===== src/rtl/des_fe_pkg.sv =====
package des_fe_pkg;

    localparam int unsigned BLK_W     = 64;
    localparam int unsigned WORD_W    = 32;
    localparam int unsigned BLK_BYTES = 8;
    localparam int unsigned NUM_KEYS  = 3;

    // byte offsets of the register bank
    localparam logic [7:0] OFS_KEY_BASE = 8'h00; // third key lowest, first key highest
    localparam logic [7:0] OFS_IV_LO    = 8'h18;
    localparam logic [7:0] OFS_IV_HI    = 8'h1C;
    localparam logic [7:0] OFS_MODE     = 8'h20;
    localparam logic [7:0] OFS_COUNT    = 8'h24;
    localparam logic [7:0] OFS_DAT_LO   = 8'h28;
    localparam logic [7:0] OFS_DAT_HI   = 8'h2C;
    localparam logic [7:0] OFS_REV      = 8'h30;
    localparam logic [7:0] OFS_DMA_EN   = 8'h34;
    localparam logic [7:0] OFS_STAT     = 8'h38;

    // mode word bit positions
    localparam int unsigned MB_OUT_RDY = 0;
    localparam int unsigned MB_IN_RDY  = 1;
    localparam int unsigned MB_ENC     = 2;
    localparam int unsigned MB_TRIPLE  = 3;
    localparam int unsigned MB_CHAIN   = 4;

    // DMA enable bit positions
    localparam int unsigned DB_IN  = 5;
    localparam int unsigned DB_OUT = 6;

    typedef struct packed {
        logic chain;
        logic triple;
        logic enc;
    } mode_t;

    typedef enum logic [1:0] {
        SQ_IDLE,
        SQ_ISSUE,
        SQ_WAIT,
        SQ_HOLD
    } seq_e;

    // key slot for a pass: 0 = first key, 1 = second, 2 = third
    function automatic logic [1:0] key_slot(mode_t m, logic [1:0] pass);
        if (!m.triple)
            return 2'd0;
        return m.enc ? pass : 2'd2 - pass;
    endfunction

    // direction of a pass: middle pass of a triple run is inverted
    function automatic logic pass_dir(mode_t m, logic [1:0] pass);
        return m.enc ^ pass[0];
    endfunction

    function automatic logic final_pass(mode_t m, logic [1:0] pass);
        return m.triple ? (pass == 2'd2) : 1'b1;
    endfunction

    // byte offset of the low word of key slot i
    function automatic logic [7:0] key_lo_ofs(int unsigned i);
        return OFS_KEY_BASE + 8'((NUM_KEYS - 1 - i) * 8);
    endfunction

endpackage


===== src/rtl/des_fe_regfile.sv =====
module des_fe_regfile
    import des_fe_pkg::*;
#(
    parameter int unsigned ADDR_W = 8,
    parameter int unsigned LEN_W  = 32,
    parameter logic [31:0] REV_ID = 32'h0000_0021
) (
    input  logic                clk,
    input  logic                rst,
    input  logic                bus_sel,
    input  logic                bus_wr,
    input  logic                bus_rd,
    input  logic [ADDR_W-1:0]   bus_addr,
    input  logic [WORD_W-1:0]   bus_wdata,
    output logic [WORD_W-1:0]   bus_rdata,
    input  logic                in_rdy,
    input  logic                out_rdy,
    input  logic [BLK_W-1:0]    result,
    input  logic                blk_done,
    input  logic                iv_upd,
    input  logic [BLK_W-1:0]    iv_next,
    output logic [BLK_W-1:0]    key_q [NUM_KEYS],
    output logic [BLK_W-1:0]    iv_q,
    output mode_t               mode_q,
    output logic                len_nz,
    output logic                en_in,
    output logic                en_out,
    output logic                wr_lo,
    output logic                wr_hi,
    output logic                rd_hi
);

    localparam logic [LEN_W-1:0] LEN_STEP = LEN_W'(BLK_BYTES);
    localparam logic [LEN_W-1:0] LEN_MASK = ~(LEN_STEP - LEN_W'(1));

    logic wr, rd;
    logic [LEN_W-1:0] len_q;
    logic stat_q;
    logic wr_len;

    assign wr = bus_sel && bus_wr;
    assign rd = bus_sel && bus_rd;

    function automatic logic hit(logic [ADDR_W-1:0] a, logic [7:0] ofs);
        return a == ADDR_W'(ofs);
    endfunction

    assign wr_len = wr && hit(bus_addr, OFS_COUNT);
    assign wr_lo  = wr && hit(bus_addr, OFS_DAT_LO);
    assign wr_hi  = wr && hit(bus_addr, OFS_DAT_HI);
    assign rd_hi  = rd && hit(bus_addr, OFS_DAT_HI);
    assign len_nz = len_q != '0;

    // key registers, one slot per generate iteration
    for (genvar i = 0; i < NUM_KEYS; i++) begin : g_key
        localparam logic [7:0] LO = key_lo_ofs(i);
        always_ff @(posedge clk) begin
            if (rst) begin
                key_q[i] <= '0;
            end else if (wr && hit(bus_addr, LO)) begin
                key_q[i][31:0] <= bus_wdata;
            end else if (wr && hit(bus_addr, LO + 8'd4)) begin
                key_q[i][63:32] <= bus_wdata;
            end
        end
    end

    always_ff @(posedge clk) begin
        if (rst) begin
            iv_q   <= '0;
            mode_q <= '0;
            len_q  <= '0;
            en_in  <= 1'b0;
            en_out <= 1'b0;
            stat_q <= 1'b0;
        end else begin
            stat_q <= 1'b1;
            if (wr && hit(bus_addr, OFS_IV_LO))
                iv_q[31:0] <= bus_wdata;
            else if (wr && hit(bus_addr, OFS_IV_HI))
                iv_q[63:32] <= bus_wdata;
            else if (iv_upd)
                iv_q <= iv_next;
            if (wr && hit(bus_addr, OFS_MODE)) begin
                mode_q.enc    <= bus_wdata[MB_ENC];
                mode_q.triple <= bus_wdata[MB_TRIPLE];
                mode_q.chain  <= bus_wdata[MB_CHAIN];
            end
            if (wr_len)
                len_q <= bus_wdata[LEN_W-1:0] & LEN_MASK;
            else if (blk_done && len_nz)
                len_q <= len_q - LEN_STEP;
            if (wr && hit(bus_addr, OFS_DMA_EN)) begin
                en_in  <= bus_wdata[DB_IN];
                en_out <= bus_wdata[DB_OUT];
            end
        end
    end

    always_comb begin
        bus_rdata = '0;
        for (int i = 0; i < NUM_KEYS; i++) begin
            if (hit(bus_addr, key_lo_ofs(i)))        bus_rdata = key_q[i][31:0];
            if (hit(bus_addr, key_lo_ofs(i) + 8'd4)) bus_rdata = key_q[i][63:32];
        end
        if (hit(bus_addr, OFS_IV_LO))  bus_rdata = iv_q[31:0];
        if (hit(bus_addr, OFS_IV_HI))  bus_rdata = iv_q[63:32];
        if (hit(bus_addr, OFS_MODE)) begin
            bus_rdata[MB_OUT_RDY] = out_rdy;
            bus_rdata[MB_IN_RDY]  = in_rdy;
            bus_rdata[MB_ENC]     = mode_q.enc;
            bus_rdata[MB_TRIPLE]  = mode_q.triple;
            bus_rdata[MB_CHAIN]   = mode_q.chain;
        end
        if (hit(bus_addr, OFS_COUNT))  bus_rdata = WORD_W'(len_q);
        if (hit(bus_addr, OFS_DAT_LO)) bus_rdata = result[31:0];
        if (hit(bus_addr, OFS_DAT_HI)) bus_rdata = result[63:32];
        if (hit(bus_addr, OFS_REV))    bus_rdata = REV_ID;
        if (hit(bus_addr, OFS_DMA_EN)) begin
            bus_rdata[DB_IN]  = en_in;
            bus_rdata[DB_OUT] = en_out;
        end
        if (hit(bus_addr, OFS_STAT))   bus_rdata[0] = stat_q;
    end

    // a finished block takes exactly one block of bytes off the count
    a_r9_len_step: assert property (@(posedge clk) disable iff (rst)
        (blk_done && !wr_len && len_nz) |=> (len_q == $past(len_q) - LEN_STEP));

    // the count never holds a partial block
    a_r9_len_aligned: assert property (@(posedge clk) disable iff (rst)
        (len_q & ~LEN_MASK) == '0);

endmodule


===== src/rtl/des_fe_seq.sv =====
module des_fe_seq
    import des_fe_pkg::*;
(
    input  logic               clk,
    input  logic               rst,
    input  mode_t              mode,
    input  logic [BLK_W-1:0]   iv,
    input  logic [BLK_W-1:0]   key_q [NUM_KEYS],
    input  logic               len_nz,
    input  logic               wr_lo,
    input  logic               wr_hi,
    input  logic               rd_hi,
    input  logic [WORD_W-1:0]  wdata,
    output logic               in_rdy,
    output logic               out_rdy,
    output logic [BLK_W-1:0]   result,
    output logic               blk_done,
    output logic               iv_upd,
    output logic [BLK_W-1:0]   iv_next,
    output logic               core_start,
    output logic               core_encrypt,
    output logic [BLK_W-1:0]   core_key,
    output logic [BLK_W-1:0]   core_din,
    input  logic               core_done,
    input  logic [BLK_W-1:0]   core_dout
);

    seq_e              state;
    mode_t             mq;
    logic [1:0]        pass;
    logic [BLK_W-1:0]  cur, raw;
    logic [WORD_W-1:0] lo_buf;
    logic [BLK_W-1:0]  blk_in;
    logic              accept;

    assign in_rdy   = (state == SQ_IDLE) && len_nz;
    assign out_rdy  = (state == SQ_HOLD);
    assign accept   = in_rdy && wr_hi;
    assign blk_in   = {wdata, lo_buf};
    assign blk_done = (state == SQ_WAIT) && core_done && final_pass(mq, pass);
    assign iv_upd   = blk_done && mq.chain;
    assign iv_next  = mq.enc ? core_dout : raw;

    assign core_start   = (state == SQ_ISSUE);
    assign core_din     = cur;
    assign core_encrypt = pass_dir(mq, pass);
    assign core_key     = key_q[key_slot(mq, pass)];

    always_ff @(posedge clk) begin
        if (rst) begin
            state  <= SQ_IDLE;
            mq     <= '0;
            pass   <= '0;
            cur    <= '0;
            raw    <= '0;
            lo_buf <= '0;
            result <= '0;
        end else begin
            unique case (state)
                SQ_IDLE: begin
                    if (wr_lo && len_nz)
                        lo_buf <= wdata;
                    if (accept) begin
                        raw   <= blk_in;
                        cur   <= (mode.chain && mode.enc) ? (blk_in ^ iv) : blk_in;
                        mq    <= mode;
                        pass  <= '0;
                        state <= SQ_ISSUE;
                    end
                end
                SQ_ISSUE: state <= SQ_WAIT;
                SQ_WAIT: begin
                    if (core_done) begin
                        if (final_pass(mq, pass)) begin
                            result <= (mq.chain && !mq.enc) ? (core_dout ^ iv) : core_dout;
                            state  <= SQ_HOLD;
                        end else begin
                            cur   <= core_dout;
                            pass  <= pass + 2'd1;
                            state <= SQ_ISSUE;
                        end
                    end
                end
                SQ_HOLD: begin
                    if (rd_hi)
                        state <= SQ_IDLE;
                end
                default: state <= SQ_IDLE;
            endcase
        end
    end

    // start lasts one cycle
    a_r11_start_pulse: assert property (@(posedge clk) disable iff (rst)
        core_start |=> !core_start);

    // operands held while the core works
    a_r11_operands_hold: assert property (@(posedge clk) disable iff (rst)
        (state == SQ_WAIT && !core_done) |=>
            ($stable(core_din) && $stable(core_key) && $stable(core_encrypt)));

    // a result only appears after the core has answered
    a_r4_ready_after_core: assert property (@(posedge clk) disable iff (rst)
        $rose(out_rdy) |-> $past(core_done));

    // taking a block closes the input side at once
    a_r3_busy_after_accept: assert property (@(posedge clk) disable iff (rst)
        accept |=> !in_rdy);

endmodule


===== src/rtl/des_fe_top.sv =====
module des_fe_top
    import des_fe_pkg::*;
#(
    parameter int unsigned ADDR_W = 8,
    parameter int unsigned LEN_W  = 32,
    parameter logic [31:0] REV_ID = 32'h0000_0021
) (
    input  logic              clk,
    input  logic              rst,
    input  logic              bus_sel,
    input  logic              bus_wr,
    input  logic              bus_rd,
    input  logic [ADDR_W-1:0] bus_addr,
    input  logic [31:0]       bus_wdata,
    output logic [31:0]       bus_rdata,
    output logic              dma_in_req,
    output logic              dma_out_req,
    output logic              core_start,
    output logic              core_encrypt,
    output logic [63:0]       core_key,
    output logic [63:0]       core_din,
    input  logic              core_done,
    input  logic [63:0]       core_dout
);

    logic [BLK_W-1:0] key_q [NUM_KEYS];
    logic [BLK_W-1:0] iv_q, result, iv_next;
    mode_t            mode_q;
    logic             len_nz, en_in, en_out;
    logic             wr_lo, wr_hi, rd_hi;
    logic             in_rdy, out_rdy, blk_done, iv_upd;

    des_fe_regfile #(
        .ADDR_W (ADDR_W),
        .LEN_W  (LEN_W),
        .REV_ID (REV_ID)
    ) u_regs (
        .clk       (clk),
        .rst       (rst),
        .bus_sel   (bus_sel),
        .bus_wr    (bus_wr),
        .bus_rd    (bus_rd),
        .bus_addr  (bus_addr),
        .bus_wdata (bus_wdata),
        .bus_rdata (bus_rdata),
        .in_rdy    (in_rdy),
        .out_rdy   (out_rdy),
        .result    (result),
        .blk_done  (blk_done),
        .iv_upd    (iv_upd),
        .iv_next   (iv_next),
        .key_q     (key_q),
        .iv_q      (iv_q),
        .mode_q    (mode_q),
        .len_nz    (len_nz),
        .en_in     (en_in),
        .en_out    (en_out),
        .wr_lo     (wr_lo),
        .wr_hi     (wr_hi),
        .rd_hi     (rd_hi)
    );

    des_fe_seq u_seq (
        .clk          (clk),
        .rst          (rst),
        .mode         (mode_q),
        .iv           (iv_q),
        .key_q        (key_q),
        .len_nz       (len_nz),
        .wr_lo        (wr_lo),
        .wr_hi        (wr_hi),
        .rd_hi        (rd_hi),
        .wdata        (bus_wdata),
        .in_rdy       (in_rdy),
        .out_rdy      (out_rdy),
        .result       (result),
        .blk_done     (blk_done),
        .iv_upd       (iv_upd),
        .iv_next      (iv_next),
        .core_start   (core_start),
        .core_encrypt (core_encrypt),
        .core_key     (core_key),
        .core_din     (core_din),
        .core_done    (core_done),
        .core_dout    (core_dout)
    );

    assign dma_in_req  = en_in && in_rdy;
    assign dma_out_req = en_out && out_rdy;

    // a request for new input never overlaps core activity or a waiting result
    a_r10_in_req_quiet: assert property (@(posedge clk) disable iff (rst)
        dma_in_req |-> (!core_start && !dma_out_req));

    // the output request drops after the result's high word is read
    a_r10_out_req_drops: assert property (@(posedge clk) disable iff (rst)
        (dma_out_req && bus_sel && bus_rd && bus_addr == ADDR_W'(OFS_DAT_HI)) |=> !dma_out_req);

endmodule


===== config.mk =====
export PLATFORM = sky130hd
export DESIGN_NAME = des_fe_top
export DESIGN_NICKNAME = d
export VERILOG_FILES = /design/src/rtl/des_fe_pkg.sv /design/src/rtl/des_fe_regfile.sv /design/src/rtl/des_fe_seq.sv /design/src/rtl/des_fe_top.sv
export SDC_FILE = /design/constraint.sdc
export NUM_CORES = 2
export LEC_CHECK = 0
export BUFFER_PORTS_ARGS = -buffer_cell sky130_fd_sc_hd__buf_4
export CAP_MARGIN = 10
export CORE_MARGIN = 8
export CORE_UTILIZATION = 40
export DETAILED_ROUTE_END_ITERATION = 8
export REMOVE_ABC_BUFFERS = 1
export SYNTH_ARGS = -nofsm -noshare
export SYNTH_HDL_FRONTEND = slang
export SYNTH_SLANG_ARGS = --single-unit
export TNS_END_PERCENT = 10

===== constraint.sdc =====
create_clock -name clk -period 3 [get_ports clk]
set_input_delay 0.6 -clock clk [delete_from_list [all_inputs] [get_ports clk]]
set_output_delay 0.6 -clock clk [all_outputs]
set_load 0.02 [all_outputs]

Yosys cells after proc, flatten, opt, wreduce, memory -nomap -nowiden
Cells that the tools add are included.

word-level totals
  input bits = 110
  word-level logic and storage cells = 150
  flip-flop bits (word level) = 525

operators by class
  $lt $le $gt $ge = 1
  reductions and logical operators = 46
  add/subtract/negate cells = 3
  eq/ne operators = 23
  bitwise gates (word level) = 8
  muxes and demuxes = 44

operators by type and width
  kind                                                                   number
  64-bit 2-to-1 mux                                                      9
  32-bit 2-to-1 mux                                                      17
  64-bit binary-select mux with 2-bit select                             1
  64-bit one-hot mux with 2 select lines                                 1
  64-bit XOR                                                             2
  8-bit by 6-bit == test with 1-bit output (second input constant)       7
  8-bit by 5-bit == test with 1-bit output (second input constant)       4
  32-bit nonzero test                                                    1
  32-bit by 4-bit subtractor with 32-bit output (second input constant)  1
  1-bit logical AND                                                      27
  2-bit 2-to-1 mux                                                       10
  8-bit by 4-bit == test with 1-bit output (second input constant)       2
  2-bit AND reduction                                                    7
  8-bit by 3-bit == test with 1-bit output (second input constant)       1
  8-bit zero test                                                        1
  2-bit one-hot mux with 4 select lines                                  1
  2-bit nonzero test                                                     4
  2-bit == test (second input constant)                                  3
  2-bit != test (second input constant)                                  3
  3-bit AND reduction                                                    2
  5-bit 2-to-1 mux                                                       1
  2-bit by 1-bit != test with 1-bit output (second input constant)       2
  1-bit inverter                                                         4
  2-bit one-hot mux with 2 select lines                                  1
  other kinds (11)                                                       13

Longest topological paths before layout
  depth after elaboration = 15
  mapped depth = 10
  mapped depth without buffers = 8

Modules after synthesis
A second synthesis with hierarchy kept.

second synthesis, totals
  cell total of the unflattened synthesis = 3,546
  area total of the unflattened synthesis = 27,740.4 µm²

by module, submodules not included
  module          times used  area each (µm²)  cells an instance
  des_fe_regfile  1           14,990.6         2,070
  des_fe_seq      1           12,737.2         1,474
  des_fe_top      1           12.5             2

Least setup slack after synthesis
No wires, ideal clock.

  path kind = in2out
  start = in bus_addr[1]
  end = out bus_rdata[11]
  path slack = -0.235 ns
  data arrival time = 2.635 ns
  stages = 8
  buffers on the path = 3
  cells stage by stage = clkbuf_1 -> or4b_1 -> clkbuf_1 -> or3_1 -> buf_2 -> o221ai_1 -> o221ai_1 -> a21oi_1

on the way
  word-level cells in the longest chain between the ends = 13

ends and longest elaborated chain
  element                                   line                   source
  start: declaration                        des_fe_top.sv:13       input logic [ADDR_W-1:0] bus_addr,
  8-bit by 5-bit == test with 1-bit output  des_fe_regfile.sv:45   return a == ADDR_W'(ofs);
  32-bit 2-to-1 mux                         des_fe_regfile.sv:103  if (hit(bus_addr, key_lo_ofs(i))) bus_rdata = key_q[i][31:0];
  32-bit 2-to-1 mux                         des_fe_regfile.sv:104  if (hit(bus_addr, key_lo_ofs(i) + 8'd4)) bus_rdata = key_q[i][63:32];
  32-bit 2-to-1 mux                         des_fe_regfile.sv:103
  32-bit 2-to-1 mux                         des_fe_regfile.sv:104
  32-bit 2-to-1 mux                         des_fe_regfile.sv:103
  32-bit 2-to-1 mux                         des_fe_regfile.sv:104
  32-bit 2-to-1 mux                         des_fe_regfile.sv:106  if (hit(bus_addr, OFS_IV_LO)) bus_rdata = iv_q[31:0];
  32-bit 2-to-1 mux                         des_fe_regfile.sv:107  if (hit(bus_addr, OFS_IV_HI)) bus_rdata = iv_q[63:32];
  32-bit 2-to-1 mux                         des_fe_regfile.sv:115  if (hit(bus_addr, OFS_COUNT)) bus_rdata = WORD_W'(len_q);
  32-bit 2-to-1 mux                         des_fe_regfile.sv:116  if (hit(bus_addr, OFS_DAT_LO)) bus_rdata = result[31:0];
  32-bit 2-to-1 mux                         des_fe_regfile.sv:117  if (hit(bus_addr, OFS_DAT_HI)) bus_rdata = result[63:32];
  32-bit 2-to-1 mux (*)                     des_fe_regfile.sv:118  if (hit(bus_addr, OFS_REV)) bus_rdata = REV_ID;
  end: declaration                          des_fe_top.sv:15       output logic [31:0] bus_rdata,

Mark *: on every way between the ends. The rest lies on a longest branch, timed or not.

Worst setup path after layout
  start = in bus_addr[3]
  end = out bus_rdata[30]

Same word-level chain as after synthesis.

==> impl_metrics.py <==
metrics = {
    "cells_and_area": {
        "synthToLayoutAreaGrowth_pct": 27.70,
        "register_area_um2": 10460,
        "diodes": 0,
        "fin_util": 0.5156,
        "multiInputGateArea_um2": 15770,
        "drive_gt1_frac": 0.2029,
        "n_fill_cell": 6631,
        "design_area_um2": 34570,
        "nets": 4076,
    },
    "worst_setup_path": {
        "cp_max_fo": 9,
        "critPathSlowestCell": "nor4b_4",
        "crit_top_cell": "buf_4",
        "cp_num_buf_inv": 5,
        "reg2reg_depth": 7,
        "crit_start": "bus_addr[3]",
        "crit_type": "in -> out",
        "r2r_end": "u_seq.raw[62]",
        "arrival_ns": 2.63,
        "path_depth": 10,
        "critPathTopFamily": "buffers and inverters",
        "max_stage_delay_ns": 0.34,
        "endpoint_kind": "output port",
        "critPathLaunchType": "input pin",
        "crit_end": "bus_rdata[30]",
        "reg2reg_from": "u_regs.len_q[28]",
        "ff2ff_setup_slack_ns": 0.18,
        "required_ns": 2.40,
        "path_cells": "buf_4 -> buf_4 -> nor4b_4 -> nand2_2 -> buf_4 -> o221ai_1 -> buf_4 -> a31oi_1 -> a21o_1 -> buf_4",
    },
    "cts": {
        "clock-sinks": 522,
        "cts_max_level": 2,
        "postCtsHoldBufs": 0,
        "cts_inserted_buffers": 58,
        "cts_buffer_depth": 3,
        "insertion_delay_ns": 0.64,
        "cts_tree": "done",
        "clk_pin_slew_worst_paths_ns": 0.06,
        "clock-root-buffer": "clkbuf_16",
    },
    "sta": {
        "tightest_slew_ns": 0.9837,
        "post-route-period-util": 1.076,
        "max_slew_margin": 0.3442,
        "tns_ns": -13.27,
        "min_period_ns": 3.228,
        "hold_viol_final": 0,
        "setup_viol": 97,
        "rsz0062_at_grt": "true",
        "worst_slack_ns": -0.2276,
        "drv_slew": 0,
        "skew_ns": 0.01943,
        "fmax_mhz": 309.8,
    },
    "power_and_ir_drop": {
        "finalPower_uw": 15550,
        "power_density_nw_per_um2": 449.8,
        "power.leakage_uw": 0.01254,
        "irDropWorstVdd_mv": 0.5333,
    },
    "floorplan": {
        "fp-row-count": 95,
        "dieArea_um2": 76250,
        "core_area_um2": 67040,
        "start_util": 0.4038,
        "dieHeight_um": 276.1,
        "io_pins": 274,
        "dieWidth_um": 276.1,
    },
    "logic_synthesis": {
        "synth_edf_count": 0,
        "syn_area_um2": 27070,
        "synth_top_area_cell": "dfxtp_1",
        "synthXorXnorAreaFrac": 0.05015,
        "synthFlopType": "dfxtp_1",
        "synthSimpleGateAreaFrac": 0.2180,
        "yosys.cell_types.count": 67,
        "ys_async_sr_fraction": 0,
        "ys_seq_elements": 522,
        "yosysTopAreaCellShare": 0.3860,
        "synth_warnings": 0,
        "synthTopCellsByCount": "1104 x nand2_1, 522 x dfxtp_1, 516 x a21oi_1",
        "synth-compound-area-share": 0.2310,
        "yosysMostFrequentCell": "nand2_1",
        "synth.avg_cell_area_um2": 7.366,
        "muxShareOfSynthArea": 0.06009,
        "synth.area.top_cells": "dfxtp_1 39%, nand2_1 15%, a21oi_1 9.5%",
        "netlist_instances": 3675,
        "yosysSeqAreaShare": 0.3860,
        "synth_top_family_by_area": "compound AO/OA/AOI/OAI gates",
        "synth-adder-area-share": 0.001387,
    },
    "route": {
        "vias_per_cell": 5.849,
        "route.antenna.remaining_nets": 0,
        "drcViolationCount": 0,
        "num_vias": 28570,
        "wl_um": 120400,
        "drtIter0Drc": 3105,
        "routedWlPerCell_um": 24.64,
        "dr.pass1.iters": 6,
    },
    "outcome": {
        "status": "finished, violations left",
        "violations": "setup timing",
    },
    "place": {
        "port_buffers": 273,
        "hpwl_um": 82190,
        "place.gp.congestion": 1.024,
        "postPlaceCellArea_um2": 31370,
    },
    "global_route": {
        "grt_pass1_wl_um": 177700,
        "grt_pass1_vias": 26920,
        "antenna_found_initial": 0,
        "overflow": 0,
        "grt_use_total": 0.2989,
        "grt_max_degree": 88,
    },
    "hold_path": {
        "hold_path.class": "in -> reg",
    },
    "run": {
        "drv_cap": 0,
    },
}
[kinds of logic after synthesis]
| logic type | count (synthesis) |
|---|---|
| simple gates | 1451 |
| compound gates | 1038 |
| flops | 522 |
| buf+inv | 350 |
| mux | 156 |
| xor+xnor | 155 |
| fa+ha+maj | 3 |
[placed cells by master, fill, tap and decap left out, types with 58 or more instances in the layout]
| cell type | n |
|---|---|
| a211oi_1 | 106 |
| a21oi_1 | 501 |
| buf_4 | 457 |
| buf_6 | 58 |
| clkbuf_16 | 60 |
| dfxtp_1 | 518 |
| mux2i_1 | 133 |
| nand2_1 | 1093 |
| nor2_1 | 176 |
| o211ai_1 | 136 |
| o21ai_0 | 84 |
| xor2_1 | 145 |
[repair_timing]
item | in CTS | in global routing
pin swaps | 20 | 15
gates resized for setup | 188 | 55
gates cloned | 10 | 1
endpoints found under the hold margin | 0 | 0
endpoints found under the setup margin | 97 | 97
setup buffers | 14 | 5
[metrics by stage]
stage,setup slack (ns),std cells,hold slack (ns)
after floorplan,-4.063,3335,0.4251
after global placement,-0.4103,4748,0.4374
after detailed placement,-0.4457,4748,0.4432
after CTS,-0.1967,4878,0.2711
after global routing,-0.2608,4884,0.2882
final,-0.2276,4884,0.2942
[tightest hold or removal path, stage by stage]
cell     delay, ns
buf_4         0.17
nand2_1       0.07
a21oi_1       0.05
[registers in the layout, summed over array words and instances, names as in the netlist]
name,count
u_seq.pass,2
u_seq.state,2
u_regs.en_out,1
u_regs.iv_q,64
u_seq.mq,3
u_seq.result,64
u_seq.raw,64
u_regs.stat_q,1
u_regs.len_q,29
u_regs.en_in,1
u_seq.core_din,64
u_regs.key_q,192
u_regs.mode_q,3
u_seq.lo_buf,32
[worst min-delay path by stage]
| stage | depth (start not counted) | end | slack (ns) | from |
|---|---|---|---|---|
| CTS | 3 | u_regs.key_q[42] | 0.27 | bus_wdata[10] |
| global placement | 2 | u_seq.raw[5] | 0.44 | u_seq.raw[5] |
| global route | 3 | u_seq.lo_buf[20] | 0.29 | bus_wdata[20] |
| finish | 3 | u_seq.lo_buf[20] | 0.29 | bus_wdata[20] |
| floorplan | 2 | u_seq.raw[0] | 0.43 | u_seq.raw[0] |
| detailed placement | 2 | u_seq.raw[14] | 0.44 | u_seq.raw[14] |
[final cells by class]
class                           instances  area share
Tap cell                              873     0.03160
Timing Repair Buffer                  567      0.1500
Clock buffer                           84     0.04861
Multi-Input combinational cell       2804      0.4563
Sequential cell                       522      0.3025
Clock inverter                         24    0.009918
Inverter                               10    0.001086
[report_power, final]
| group | total (µW) | switching [µW] | internal, µW |
|---|---|---|---|
| logic | 915 | 608 | 307 |
| registers | 6940 | 3.45 | 6930 |
| clock network | 7700 | 3120 | 4570 |
| total | 15500 | 3740 | 11800 |
[per-layer routing]
metal	track usage	share of wire	wire, µm	vias up
met3	0.05475	0.088	10540	298
li1	-	-	-	13250
met2	0.4767	0.45	53980	1431
met5	0	0	0	-
met1	0.3945	0.42	50120	13590
met4	0.1271	0.047	5712	0
Power figures use the tool's default switching activity.
